===== src/rtl/fmc_pkg.sv =====
package fmc_pkg;

    typedef enum logic {
        MODE_FALL = 1'b0,
        MODE_STD  = 1'b1
    } fifo_mode_e;

endpackage


===== src/rtl/fmc_startup.sv =====
module fmc_startup
    import fmc_pkg::*;
(
    input  logic       clk,
    input  logic       rst_n,
    input  logic       mode_sel,
    output logic       ready,
    output fifo_mode_e mode
);

    typedef struct packed {
        logic [1:0] step;
        fifo_mode_e mode;
    } start_s;

    start_s st_d, st_q;

    always_comb begin
        st_d = st_q;
        if (st_q.step != 2'd2) begin
            st_d.step = st_q.step + 2'd1;
            if (st_q.step == 2'd1) begin
                st_d.mode = fifo_mode_e'(mode_sel);
            end
        end
    end

    always_ff @(posedge clk or negedge rst_n) begin
        if (!rst_n) begin
            st_q <= '{step: 2'd0, mode: MODE_STD};
        end else begin
            st_q <= st_d;
        end
    end

    assign ready = (st_q.step == 2'd2);
    assign mode  = st_q.mode;

    // once sampled, the mode holds until reset
    assert_mode_hold_R5: assert property (@(posedge clk) disable iff (!rst_n)
        (ready && $past(ready)) |-> $stable(mode))
        else $error("mode changed after sampling");

endmodule


===== src/rtl/fmc_ram.sv =====
module fmc_ram #(
    parameter int DW = 8,
    parameter int AW = 4
) (
    input  logic          clk,
    input  logic          we,
    input  logic [AW-1:0] waddr,
    input  logic [DW-1:0] wdata,
    input  logic [AW-1:0] raddr,
    output logic [DW-1:0] rdata
);

    localparam int DEPTH = 1 << AW;

    logic [DW-1:0] mem_q [DEPTH];

    always_ff @(posedge clk) begin
        if (we) begin
            mem_q[waddr] <= wdata;
        end
    end

    assign rdata = mem_q[raddr];

endmodule


===== src/rtl/fmc_level_flags.sv =====
module fmc_level_flags #(
    parameter int AW = 4
) (
    input  logic        ready,
    input  logic [AW:0] level,
    input  logic [AW:0] ae_ofs,
    input  logic [AW:0] af_ofs,
    output logic        near_empty_n,
    output logic        near_full_n
);

    localparam int          LW      = AW + 1;
    localparam logic [AW:0] DEPTH_L = LW'(1 << AW);

    logic [AW:0] free_words;

    always_comb begin
        free_words   = DEPTH_L - level;
        near_empty_n = ready && (level > ae_ofs);
        near_full_n  = !ready || (free_words > af_ofs);
    end

endmodule


===== src/rtl/fmc_core.sv =====
module fmc_core
    import fmc_pkg::*;
#(
    parameter int DW = 8,
    parameter int AW = 4
) (
    input  logic          clk,
    input  logic          rst_n,
    input  logic          mode_sel,
    input  logic          wr_en,
    input  logic [DW-1:0] wr_data,
    input  logic          rd_en,
    output logic [DW-1:0] rd_data,
    input  logic [AW:0]   ae_ofs,
    input  logic [AW:0]   af_ofs,
    output logic          in_rdy,
    output logic          out_rdy,
    output logic          near_empty_n,
    output logic          near_full_n
);

    localparam int          LW      = AW + 1;
    localparam logic [AW:0] DEPTH_L = LW'(1 << AW);

    typedef struct packed {
        logic [AW-1:0] wptr;
        logic [AW-1:0] rptr;
        logic [AW:0]   cnt;
        logic          ov;
        logic [DW-1:0] dout;
    } core_s;

    core_s      c_d, c_q;
    logic       ready;
    fifo_mode_e mode;
    logic       wr_ok, rd_ok, ram_we, pop, bypass;
    logic [AW:0]   level;
    logic [DW-1:0] ram_rdata;

    fmc_startup i_startup (
        .clk      (clk),
        .rst_n    (rst_n),
        .mode_sel (mode_sel),
        .ready    (ready),
        .mode     (mode)
    );

    fmc_ram #(.DW(DW), .AW(AW)) i_ram (
        .clk   (clk),
        .we    (ram_we),
        .waddr (c_q.wptr),
        .wdata (wr_data),
        .raddr (c_q.rptr),
        .rdata (ram_rdata)
    );

    fmc_level_flags #(.AW(AW)) i_flags (
        .ready        (ready),
        .level        (level),
        .ae_ofs       (ae_ofs),
        .af_ofs       (af_ofs),
        .near_empty_n (near_empty_n),
        .near_full_n  (near_full_n)
    );

    assign level   = c_q.cnt + LW'(c_q.ov);
    assign in_rdy  = ready && (level != DEPTH_L);
    assign out_rdy = (mode == MODE_STD) ? (c_q.cnt != '0) : c_q.ov;
    assign wr_ok   = wr_en && in_rdy;
    assign rd_ok   = rd_en && out_rdy;
    assign rd_data = c_q.dout;

    always_comb begin
        c_d    = c_q;
        ram_we = 1'b0;
        pop    = 1'b0;
        bypass = 1'b0;
        if (mode == MODE_STD) begin
            ram_we = wr_ok;
            if (rd_ok) begin
                c_d.dout = ram_rdata;
                pop      = 1'b1;
            end
        end else begin
            bypass = wr_ok && (c_q.cnt == '0) && (!c_q.ov || rd_ok);
            ram_we = wr_ok && !bypass;
            if (rd_ok || !c_q.ov) begin
                if (c_q.cnt != '0) begin
                    c_d.dout = ram_rdata;
                    c_d.ov   = 1'b1;
                    pop      = 1'b1;
                end else if (bypass) begin
                    c_d.dout = wr_data;
                    c_d.ov   = 1'b1;
                end else begin
                    c_d.ov   = 1'b0;
                end
            end
        end
        if (ram_we) c_d.wptr = c_q.wptr + 1'b1;
        if (pop)    c_d.rptr = c_q.rptr + 1'b1;
        c_d.cnt = c_q.cnt + LW'(ram_we) - LW'(pop);
    end

    always_ff @(posedge clk or negedge rst_n) begin
        if (!rst_n) begin
            c_q <= '0;
        end else begin
            c_q <= c_d;
        end
    end

    // Independent edge counter since reset release, for the start-up check
    logic [1:0] since_q;
    always_ff @(posedge clk or negedge rst_n) begin
        if (!rst_n)                since_q <= 2'd0;
        else if (since_q != 2'd2)  since_q <= since_q + 2'd1;
    end

    assert_start_timing_R3: assert property (@(posedge clk) disable iff (!rst_n)
        ready == (since_q == 2'd2))
        else $error("start-up length wrong");

    assert_no_overflow_R12: assert property (@(posedge clk) disable iff (!rst_n)
        level <= DEPTH_L)
        else $error("fill level above capacity");

    assert_write_dropped_R8: assert property (@(posedge clk) disable iff (!rst_n)
        (wr_en && !in_rdy) |=> (level <= $past(level)))
        else $error("blocked write raised the level");

    assert_read_dropped_R9: assert property (@(posedge clk) disable iff (!rst_n)
        (!out_rdy && !wr_en) |=> ($stable(rd_data) && level == $past(level)))
        else $error("blocked read changed state");

    assert_std_hold_R6: assert property (@(posedge clk) disable iff (!rst_n)
        (mode == MODE_STD && !(rd_en && out_rdy)) |=> $stable(rd_data))
        else $error("standard mode output moved without read");

    assert_fall_load_R7: assert property (@(posedge clk) disable iff (!rst_n)
        (mode == MODE_FALL && !out_rdy && wr_en && in_rdy)
            |=> (out_rdy && rd_data == $past(wr_data)))
        else $error("first word did not fall through");

endmodule


===== config.mk =====
export PLATFORM = sky130hd
export DESIGN_NAME = fmc_core
export DESIGN_NICKNAME = d
export VERILOG_FILES = /design/src/rtl/fmc_pkg.sv /design/src/rtl/fmc_startup.sv /design/src/rtl/fmc_ram.sv /design/src/rtl/fmc_level_flags.sv /design/src/rtl/fmc_core.sv
export SDC_FILE = /design/constraint.sdc
export NUM_CORES = 1
export LEC_CHECK = 0
export CAP_MARGIN = 0
export CORE_UTILIZATION = 60
export DETAILED_ROUTE_END_ITERATION = 16
export PLACE_DENSITY = 0.8
export SLEW_MARGIN = 20
export SYNTH_ARGS = -nofsm -noshare
export SYNTH_HDL_FRONTEND = slang
export SYNTH_SLANG_ARGS = --single-unit

===== constraint.sdc =====
create_clock -name clk -period 4.9 [get_ports clk]
set_input_delay 0.735 -clock clk [delete_from_list [all_inputs] [get_ports clk]]
set_output_delay 0.735 -clock clk [all_outputs]
set_load 0.01 [all_outputs]

==> results.cfg, run 1 <==
[route]
vias_per_cell = 6.02
drt_iter0_markers = 220
first_pass_iters = 5
antenna_left = 0
wl_per_cell_um = 22.3
drt-total-wl_um = 13200
drc = 0
vias = 3560

[place]
io_buffers = 34
pre_cts_slack_ns = 1.13
place_inst = 559
place_congestion = 0.797
hpwl_um = 8350
postPlaceCellArea_um2 = 7220

[synthesis]
yosys_warnings = 0
synth_cell_types = 44
synth-seq-area-share_pct = 65.5
syn_area_per_cell_um2 = 16.9
syn_inst = 403
syn_area_um2 = 6830
ys_seq_elements = 153
synth_fp_nets = 456

[floorplan]
pin_count = 35
num_rows = 38
start_util_pct = 62.2
die_h_um = 109
die_w_um = 109
core-area_um2 = 11000
die_area_um2 = 11800

[clocking]
cts_num_sinks = 153
cts.path.max_buffers = 2
h-tree-depth = 4
post_cts_buffers = 0
hold_buffers = 0
cts_root_buffer = clkbuf_16
clk_pin_slew_worst_paths_ns = 0.05
ctsResizeCount = 0
numCtsBuffers = 17
clock_latency_ns = 0.42
cts_tree = yes

[grt]
grt_max_degree = 35
overflow = 0
grt_pass1_wl_um = 20200
track_usage_pct = 25.1
grt_pass1_vias = 3616
antenna_found_initial = 0

[finish]
finalNonFillerCells = 591
syn_to_final_growth_pct = 13.7
final_common_cell = edfxtp_1
regArea_um2 = 4470
antenna_cells = 0
fin_util_pct = 70.7
final_area_um2 = 7760
drive_above_1_share_pct = 16.4
nNetsFinal = 491
multiInputGateArea_um2 = 2100
final.fill_count = 701
final_cell_mix = 128 x edfxtp_1, 34 x clkdlybuf4s50_1, 32 x mux4_2

[power_and_ir_drop]
powerDensity_nw_per_um2 = 595
power.share.clock_pct = 26.1
leakage_nw = 2.82
peakVddDrop_mv = 0.392
p_comb_share_pct = 34.0
power_mw = 4.62
switching_share_pct = 31.4
p_int_mw = 3.17
p_switching_mw = 1.45
seq_power_share_pct = 39.9

[job]
max-cap-violations = 0

[sta]
fin_ws_ns = 0.935
slew_violations = 0
period_needed_ns = 3.97
fmax_mhz = 252
finClkSkew_ns = 0.00969
worstMarginPinSlew_ns = 1.02
finalSetupViolCount = 0
rsz0062_at_grt = false
hold_viol_final = 0
period_share_pct = 80.9
hold_slack_ns = 0.508
fin_tns_setup_ns = 0
max_slew_margin_pct = 32.1

[worst_setup_path]
worstPathRequired_ns = 4.16
cp-end-kind = output pin
worstSetupStartpointType = flop
worstPathMaxFanout = 4
arrival_ns = 3.23
crit_type = reg -> out

[min_path]
hp-class = reg -> reg

[outcome]
status = finished clean
-- Yosys cell counts (all sizes together) --
library cell  count  area share, %
nor3              4           0.46
o221ai            8            1.0
a21oi             4           0.46
fa                1           0.29
nand2b            1          0.092
dfrtp            24            8.8
mux4             32             11
o21a              3           0.33
mux2i            17            2.5
xor2              4           0.51
edfxtp          128             56
nand4             2           0.18
or4b              1           0.15
o21ai             9           0.82
o22ai             1          0.092
a211oi            1           0.11
buf              21            2.3
and3              1           0.16
mux2              1           0.16
o22a              8            1.0
nor2             23            1.3
dfstp             1           0.38
and2             17            1.6
ha               29            5.3
a21o              1           0.11
and2b             2           0.22
xnor2            12            1.5
nand2            10           0.70
clkbuf            1          0.055
inv              28            1.5
nand3             2           0.15
nor3b             2           0.22
nor2b             3           0.38
o21bai            1           0.27
-- area by class of cell --
type	instances	share of cell area, %
Clock buffer	20	5.63
Clock inverter	12	1.39
Inverter	28	1.35
Multi-Input combinational cell	200	27.0
Sequential cell	153	57.6
Tap cell	140	2.26
Timing Repair Buffer	38	4.77
-- flip-flops by register name, indices dropped and copies added (netlist names) --
signal,count
i_startup.st_q,2
c_q,14
i_startup.mode,1
i_ram.mem_q,128
rd_data,8
-- layer usage --
layer  vias to the layer above  wire [um]  global-route usage [%]
met4                         0        325                    10.2
met2                       114       6690                    40.6
met3                        27        701                    6.52
met5                         -          0                       0
li1                       1599          -                       -
met1                      1820       5460                    32.8
-- final timing paths --
check / startpoint / endpoint / slack (ns) / depth (start not counted)
min in group asynchronous: rst_n / c_q[13]$_DFF_PN0_ / 0.69 / 2
max in group asynchronous: rst_n / i_startup.mode$_DFFE_PN1P_ / 3.91 / 2
hold / removal: rd_data[7]$_DFFE_PN0P_ / rd_data[7]$_DFFE_PN0P_ / 0.51 / 1
setup / recovery: c_q[8]$_DFFE_PN0P_ / near_full_n / 0.93 / 12
hold reg to reg: rd_data[7]$_DFFE_PN0P_ / rd_data[7]$_DFFE_PN0P_ / 0.51 / 1
setup reg to reg: c_q[8]$_DFFE_PN0P_ / c_q[13]$_DFF_PN0_ / 1.11 / 21
-- kinds of logic after synthesis --
| family | synth area share, % |
|---|---|
| flip-flops | 65.5 |
| AND/OR/NAND/NOR | 5.57 |
| AO/OA/AOI/OAI | 4.25 |
| adder cells (fa/ha/maj) | 5.61 |
| XOR/XNOR | 2.05 |
| buffers and inverters | 3.85 |
| multiplexers | 13.2 |
-- power by group through the flow --
stage | combinational (mW) | clock (mW) | sequential (mW)
after floorplan | 1.28 | 0 | 1.72
after global placement | 1.52 | 0 | 1.85
after detailed placement | 1.56 | 0 | 1.87
after CTS | 1.59 | 1.22 | 1.85
after global routing | 1.73 | 1.27 | 1.88
final | 1.57 | 1.20 | 1.85
-- critical path: stages, from the launching register on --
cell	delay (ns)
dfrtp_1	0.40
ha_1	0.22
ha_1	0.32
inv_1	0.08
ha_1	0.18
inv_1	0.05
nor3_1	0.19
ha_1	0.26
ha_1	0.29
nand2_1	0.07
o22ai_1	0.06
o21ai_0	0.13
clkdlybuf4s50_1	0.55
Note: power is estimated with default switching activity, not from simulation.
==> inputs of run 2 (changes only) <==
==> constraint.sdc (replaced) <==
create_clock -name clk -period 3.9 [get_ports clk]
set_input_delay 0.585 -clock clk [delete_from_list [all_inputs] [get_ports clk]]
set_output_delay 0.585 -clock clk [all_outputs]
set_load 0.01 [all_outputs]
==> results.cfg, run 2 (synthesis gave the netlist of run 1 again) <==
[worst_setup_path]
path_cells = ha_1 > ha_1 > inv_1 > ha_1 > inv_1 > nor3_1 > ha_1 > and2b_1 > nand2_2 > nor2_2 > inv_2 > ha_1 > inv_1 > ha_1 > inv_1 > fa_1 > inv_1 > a21oi_1 > nor2_1 > nor2_1 > xnor2_1
crit_top_cell = ha_1
worstPathMaxFanout = 9
cp-end-kind = flop
arrival_ns = 3.87
cp_slowest_stage_delay_ns = 0.40
crit_type = reg -> reg
cpMaxStageDelayCell = dfrtp_1
worstPathRequired_ns = 4.21
worstSetupStartpointType = flop

[finish]
antenna_cells = 0
largest_reg_flops = 128
final_area_um2 = 7870
final_common_cell = edfxtp_1
largest_register = i_ram.mem_q
syn_to_final_growth_pct = 15.3
nNetsFinal = 497
final_cell_mix = 128 x edfxtp_1, 33 x clkdlybuf4s50_1, 32 x mux4_2
drive_above_1_share_pct = 18.8
fin_util_pct = 71.7

[outcome]
status = finished clean

[sta]
period_needed_ns = 3.56
finalSetupViolCount = 0
rsz0062_at_grt = false
fin_tns_setup_ns = 0
fin_ws_ns = 0.336
hold_slack_ns = 0.510
max_slew_margin_pct = 42.6
hold_viol_final = 0
slew_violations = 0
finClkSkew_ns = 0.0107
fmax_mhz = 281
worstMarginPinSlew_ns = 0.862
period_share_pct = 91.4

[place]
postPlaceCellArea_um2 = 7260
io_buffers = 34
place_congestion = 0.820
pre_cts_slack_ns = 0.340
hpwl_um = 8660

[floorplan]
core-area_um2 = 11000
die_w_um = 109
die_h_um = 109
pin_count = 35
die_area_um2 = 11800
num_rows = 38
start_util_pct = 62.2

[power_and_ir_drop]
p_comb_share_pct = 33.2
power.share.clock_pct = 27.7
switching_share_pct = 31.6
peakVddDrop_mv = 0.538
p_int_mw = 4.08
seq_power_share_pct = 39.2
powerDensity_nw_per_um2 = 759
p_switching_mw = 1.89
leakage_nw = 2.87

[clocking]
cts_num_sinks = 153
cts_tree = yes
numCtsBuffers = 17
cts_root_buffer = clkbuf_16
post_cts_buffers = 0
clock_latency_ns = 0.43
clk_pin_slew_worst_paths_ns = 0.06
h-tree-depth = 4
cts.path.max_buffers = 2

[route]
vias = 3529
drt_iter0_markers = 273
antenna_left = 0
drc = 0
vias_per_cell = 5.91
wl_per_cell_um = 22.1
drt-total-wl_um = 13200
first_pass_iters = 4

[grt]
grt_pass1_vias = 3699
grt_max_degree = 28
antenna_found_initial = 0
grt_pass1_wl_um = 20300
overflow = 0
track_usage_pct = 25.1

[job]
max-cap-violations = 0

[min_path]
hp-class = reg -> reg
==> run 2: cell count changes in the layout (fill, tap and decap cells not counted), sizes merged <==
cell	previous run	this run
clkinvlp	1	5
clkdlybuf4s50	34	33
clkbuf	20	18
dlymetal6s2s	0	1
buf	4	10
inv	28	29
bufinv	2	3
clkinv	9	5
==> run 2: final cells by class <==
class                           count  area [um2]
Fill cell                         677        3110
Inverter                           28         105
Sequential cell                   153        4470
Timing Repair Buffer               44         418
Multi-Input combinational cell    200        2100
Clock inverter                     14         175
Clock buffer                       18         429
Tap cell                          140         175
==> run 2: per-layer routing <==
metal	global-route usage (%)	wire, um	share of wire (%)
met4	11.1	299	2.3
met2	40.1	6640	50
met3	6.40	901	6.8
met5	0	0	0
met1	32.9	5370	41
==> run 2: what timing repair did <==
item / in CTS / in global routing
endpoints found under the setup margin: 0 / 1
hold buffers: 0 / 0
gates resized for setup: 0 / 2
==> run 2: through the flow <==
step,std cells,total power [mW]
floorplan,403,3.76
global placement,565,4.27
detailed placement,565,4.35
CTS,597,6.01
global route,597,6.30
finish,597,5.97
==> run 2: final timing paths <==
kind                                   startpoint                    endpoint  slack, ns  depth (start not counted)
max                            c_q[8]$_DFFE_PN0P_           c_q[13]$_DFF_PN0_       0.34                         21
min                        rd_data[6]$_DFFE_PN0P_      rd_data[6]$_DFFE_PN0P_       0.51                          1
max reg2reg                    c_q[8]$_DFFE_PN0P_           c_q[13]$_DFF_PN0_       0.34                         21
min in group asynchronous                   rst_n           c_q[10]$_DFF_PN0_       0.53                          2
min reg2reg                rd_data[6]$_DFFE_PN0P_      rd_data[6]$_DFFE_PN0P_       0.51                          1
max in group asynchronous                   rst_n  i_startup.mode$_DFFE_PN1P_       3.06                          2
==> run 2: power by group through the flow <==
stage | Clock [mW] | Combinational, mW | Sequential, mW
5_1_grt | 1.73 | 2.18 | 2.39
3_3_place_gp | 0 | 1.91 | 2.36
4_1_cts | 1.67 | 1.99 | 2.35
3_5_place_dp | 0 | 1.97 | 2.38
6_report | 1.65 | 1.98 | 2.34
2_1_floorplan | 0 | 1.60 | 2.16
==> run 2: critical path, delay by kind of cell (launching register included) <==
kind | cells | cell delay (ns)
XOR/XNOR | 1 | 0.11
AND/OR/NAND/NOR | 6 | 0.74
buffers and inverters | 6 | 0.37
AO/OA/AOI/OAI | 1 | 0.06
flip-flops | 1 | 0.40
adder cells (fa/ha/maj) | 7 | 1.76
==> inputs of run 3 (changes only) <==
--- a/config.mk
+++ b/config.mk
@@ -6,6 +6,7 @@
 export NUM_CORES = 1
 export LEC_CHECK = 0
 export CAP_MARGIN = 0
+export CORE_ASPECT_RATIO = 0.6
 export CORE_UTILIZATION = 60
 export DETAILED_ROUTE_END_ITERATION = 16
 export PLACE_DENSITY = 0.8
==> constraint.sdc (replaced) <==
create_clock -name clk -period 3.9 [get_ports clk]
set_input_delay 0.585 -clock clk [delete_from_list [all_inputs] [get_ports clk]]
set_output_delay 0.585 -clock clk [all_outputs]
set_load 0.1 [all_outputs]
==> results.cfg, run 3 (synthesis gave the netlist of run 1 again) <==
[outcome]
status = finished clean

[finish]
nNetsFinal = 494
syn_to_final_growth_pct = 14.1
largest_register = i_ram.mem_q
final_cell_mix = 128 x edfxtp_1, 32 x mux4_2, 29 x ha_1, 29 x clkdlybuf4s50_1, 27 x inv_1
finalNonFillerCells = 593
final_area_um2 = 7790
final_common_cell = edfxtp_1
antenna_cells = 0
drive_above_1_share_pct = 18.9
largest_reg_flops = 128
fin_util_pct = 72.0

[sta]
finClkSkew_ns = 0.0102
period_needed_ns = 3.57
fin_tns_setup_ns = 0
slew_violations = 0
max_slew_margin_pct = 34.1
finalSetupViolCount = 0
fmax_mhz = 280
period_share_pct = 91.7
hold_slack_ns = 0.156
worstMarginPinSlew_ns = 0.988
fin_ws_ns = 0.325
rsz0062_at_grt = false
hold_viol_final = 0

[clocking]
cts.path.max_buffers = 2
numCtsBuffers = 17
cts_tree = yes
hold_buffers = 0
cts_root_buffer = clkbuf_16
ctsResizeCount = 0
clk_pin_slew_worst_paths_ns = 0.07
post_cts_buffers = 0
clock_latency_ns = 0.42
h-tree-depth = 4
cts_num_sinks = 153

[grt]
grt_max_degree = 35
overflow = 0
grt_pass1_vias = 3544
antenna_found_initial = 0
track_usage_pct = 24.6
grt_pass1_wl_um = 20700

[worst_setup_path]
worstSetupStartpointType = flop
path_cells = ha_1 > ha_1 > inv_1 > ha_1 > inv_1 > nor3_1 > ha_1 > ha_1 > nand2_1 > o22ai_1 > o21ai_1 > buf_12
worstPathMaxFanout = 4
cpMaxStageDelayCell = dfrtp_1
cp_slowest_stage_delay_ns = 0.40
crit_top_cell = ha_1
arrival_ns = 2.99
crit_type = reg -> out
cp-end-kind = output pin
r2r_slack_ns = 0.33
worstPathRequired_ns = 3.31

[power_and_ir_drop]
peakVddDrop_mv = 0.368
leakage_nw = 2.83
power_mw = 6.46
powerDensity_nw_per_um2 = 829

[route]
drt_iter0_markers = 468
vias_per_cell = 5.99
antenna_left = 0
drt-total-wl_um = 13100
drc = 0
wl_per_cell_um = 22.2
first_pass_iters = 5
vias = 3550

[floorplan]
die_h_um = 84.6
die_area_um2 = 11800
pin_count = 35
start_util_pct = 63.2
core-area_um2 = 10800
num_rows = 29
die_w_um = 140

[place]
hpwl_um = 8810
place_inst = 561
postPlaceCellArea_um2 = 7240
place_congestion = 0.809
pre_cts_slack_ns = 0.357
io_buffers = 34

[min_path]
hp-class = in -> async

[job]
max-cap-violations = 0
-- run 3: cell types whose count changed in the layout (fill, tap and decap cells not counted), sizes merged --
cell | previous run | this run
clkdlybuf4s50 | 33 | 29
buf | 10 | 12
inv | 29 | 31
bufinv | 3 | 1
dlymetal6s2s | 1 | 0
-- run 3: where the power goes --
group	internal [mW]	switching, mW	total (mW)
sequential	2.04	0.187	2.22
combinational	1.08	1.62	2.70
clock	0.878	0.656	1.53
-- run 3: path summary, 6_finish.rpt --
kind,start,to,cells after the start
worst max register to register,c_q[8]$_DFFE_PN0P_,c_q[13]$_DFF_PN0_,21
worst min-delay path,rst_n,c_q[18]$_DFFE_PN0P_,1
min in group clk,i_startup.st_q[1]$_DFFE_PN0N_,i_startup.st_q[1]$_DFFE_PN0N_,1
worst min register to register,i_startup.st_q[1]$_DFFE_PN0N_,i_startup.st_q[1]$_DFFE_PN0N_,1
max in group asynchronous,rst_n,rd_data[7]$_DFFE_PN0P_,1
worst max-delay path,c_q[8]$_DFFE_PN0P_,near_full_n,12
-- run 3: cell type report --
type,count,area (um2)
clock inverter,14,124
multi-input combinational,200,2100
sequential,153,4470
timing repair buffer,41,390
fill,657,3020
inverter,28,105
tap,139,174
clock buffer,18,429
-- run 3: worst max-delay path: cells and delay by family, from the launching register on --
kind | cells | cell delay, ns
buffers and inverters | 3 | 0.33
flip-flops | 1 | 0.40
adder cells (fa/ha/maj) | 5 | 1.32
AND/OR/NAND/NOR | 2 | 0.27
AO/OA/AOI/OAI | 2 | 0.27
-- run 3: metal layers --
layer / routed length, um / track usage (%) / up-vias / share of wire [%]
met5: 0 / 0 / - / 0
met4: 121 / 8.19 / 0 / 0.92
met3: 1160 / 5.13 / 13 / 8.9
met2: 5720 / 35.0 / 172 / 44
met1: 6130 / 38.3 / 1760 / 47
li1: - / - / 1605 / -
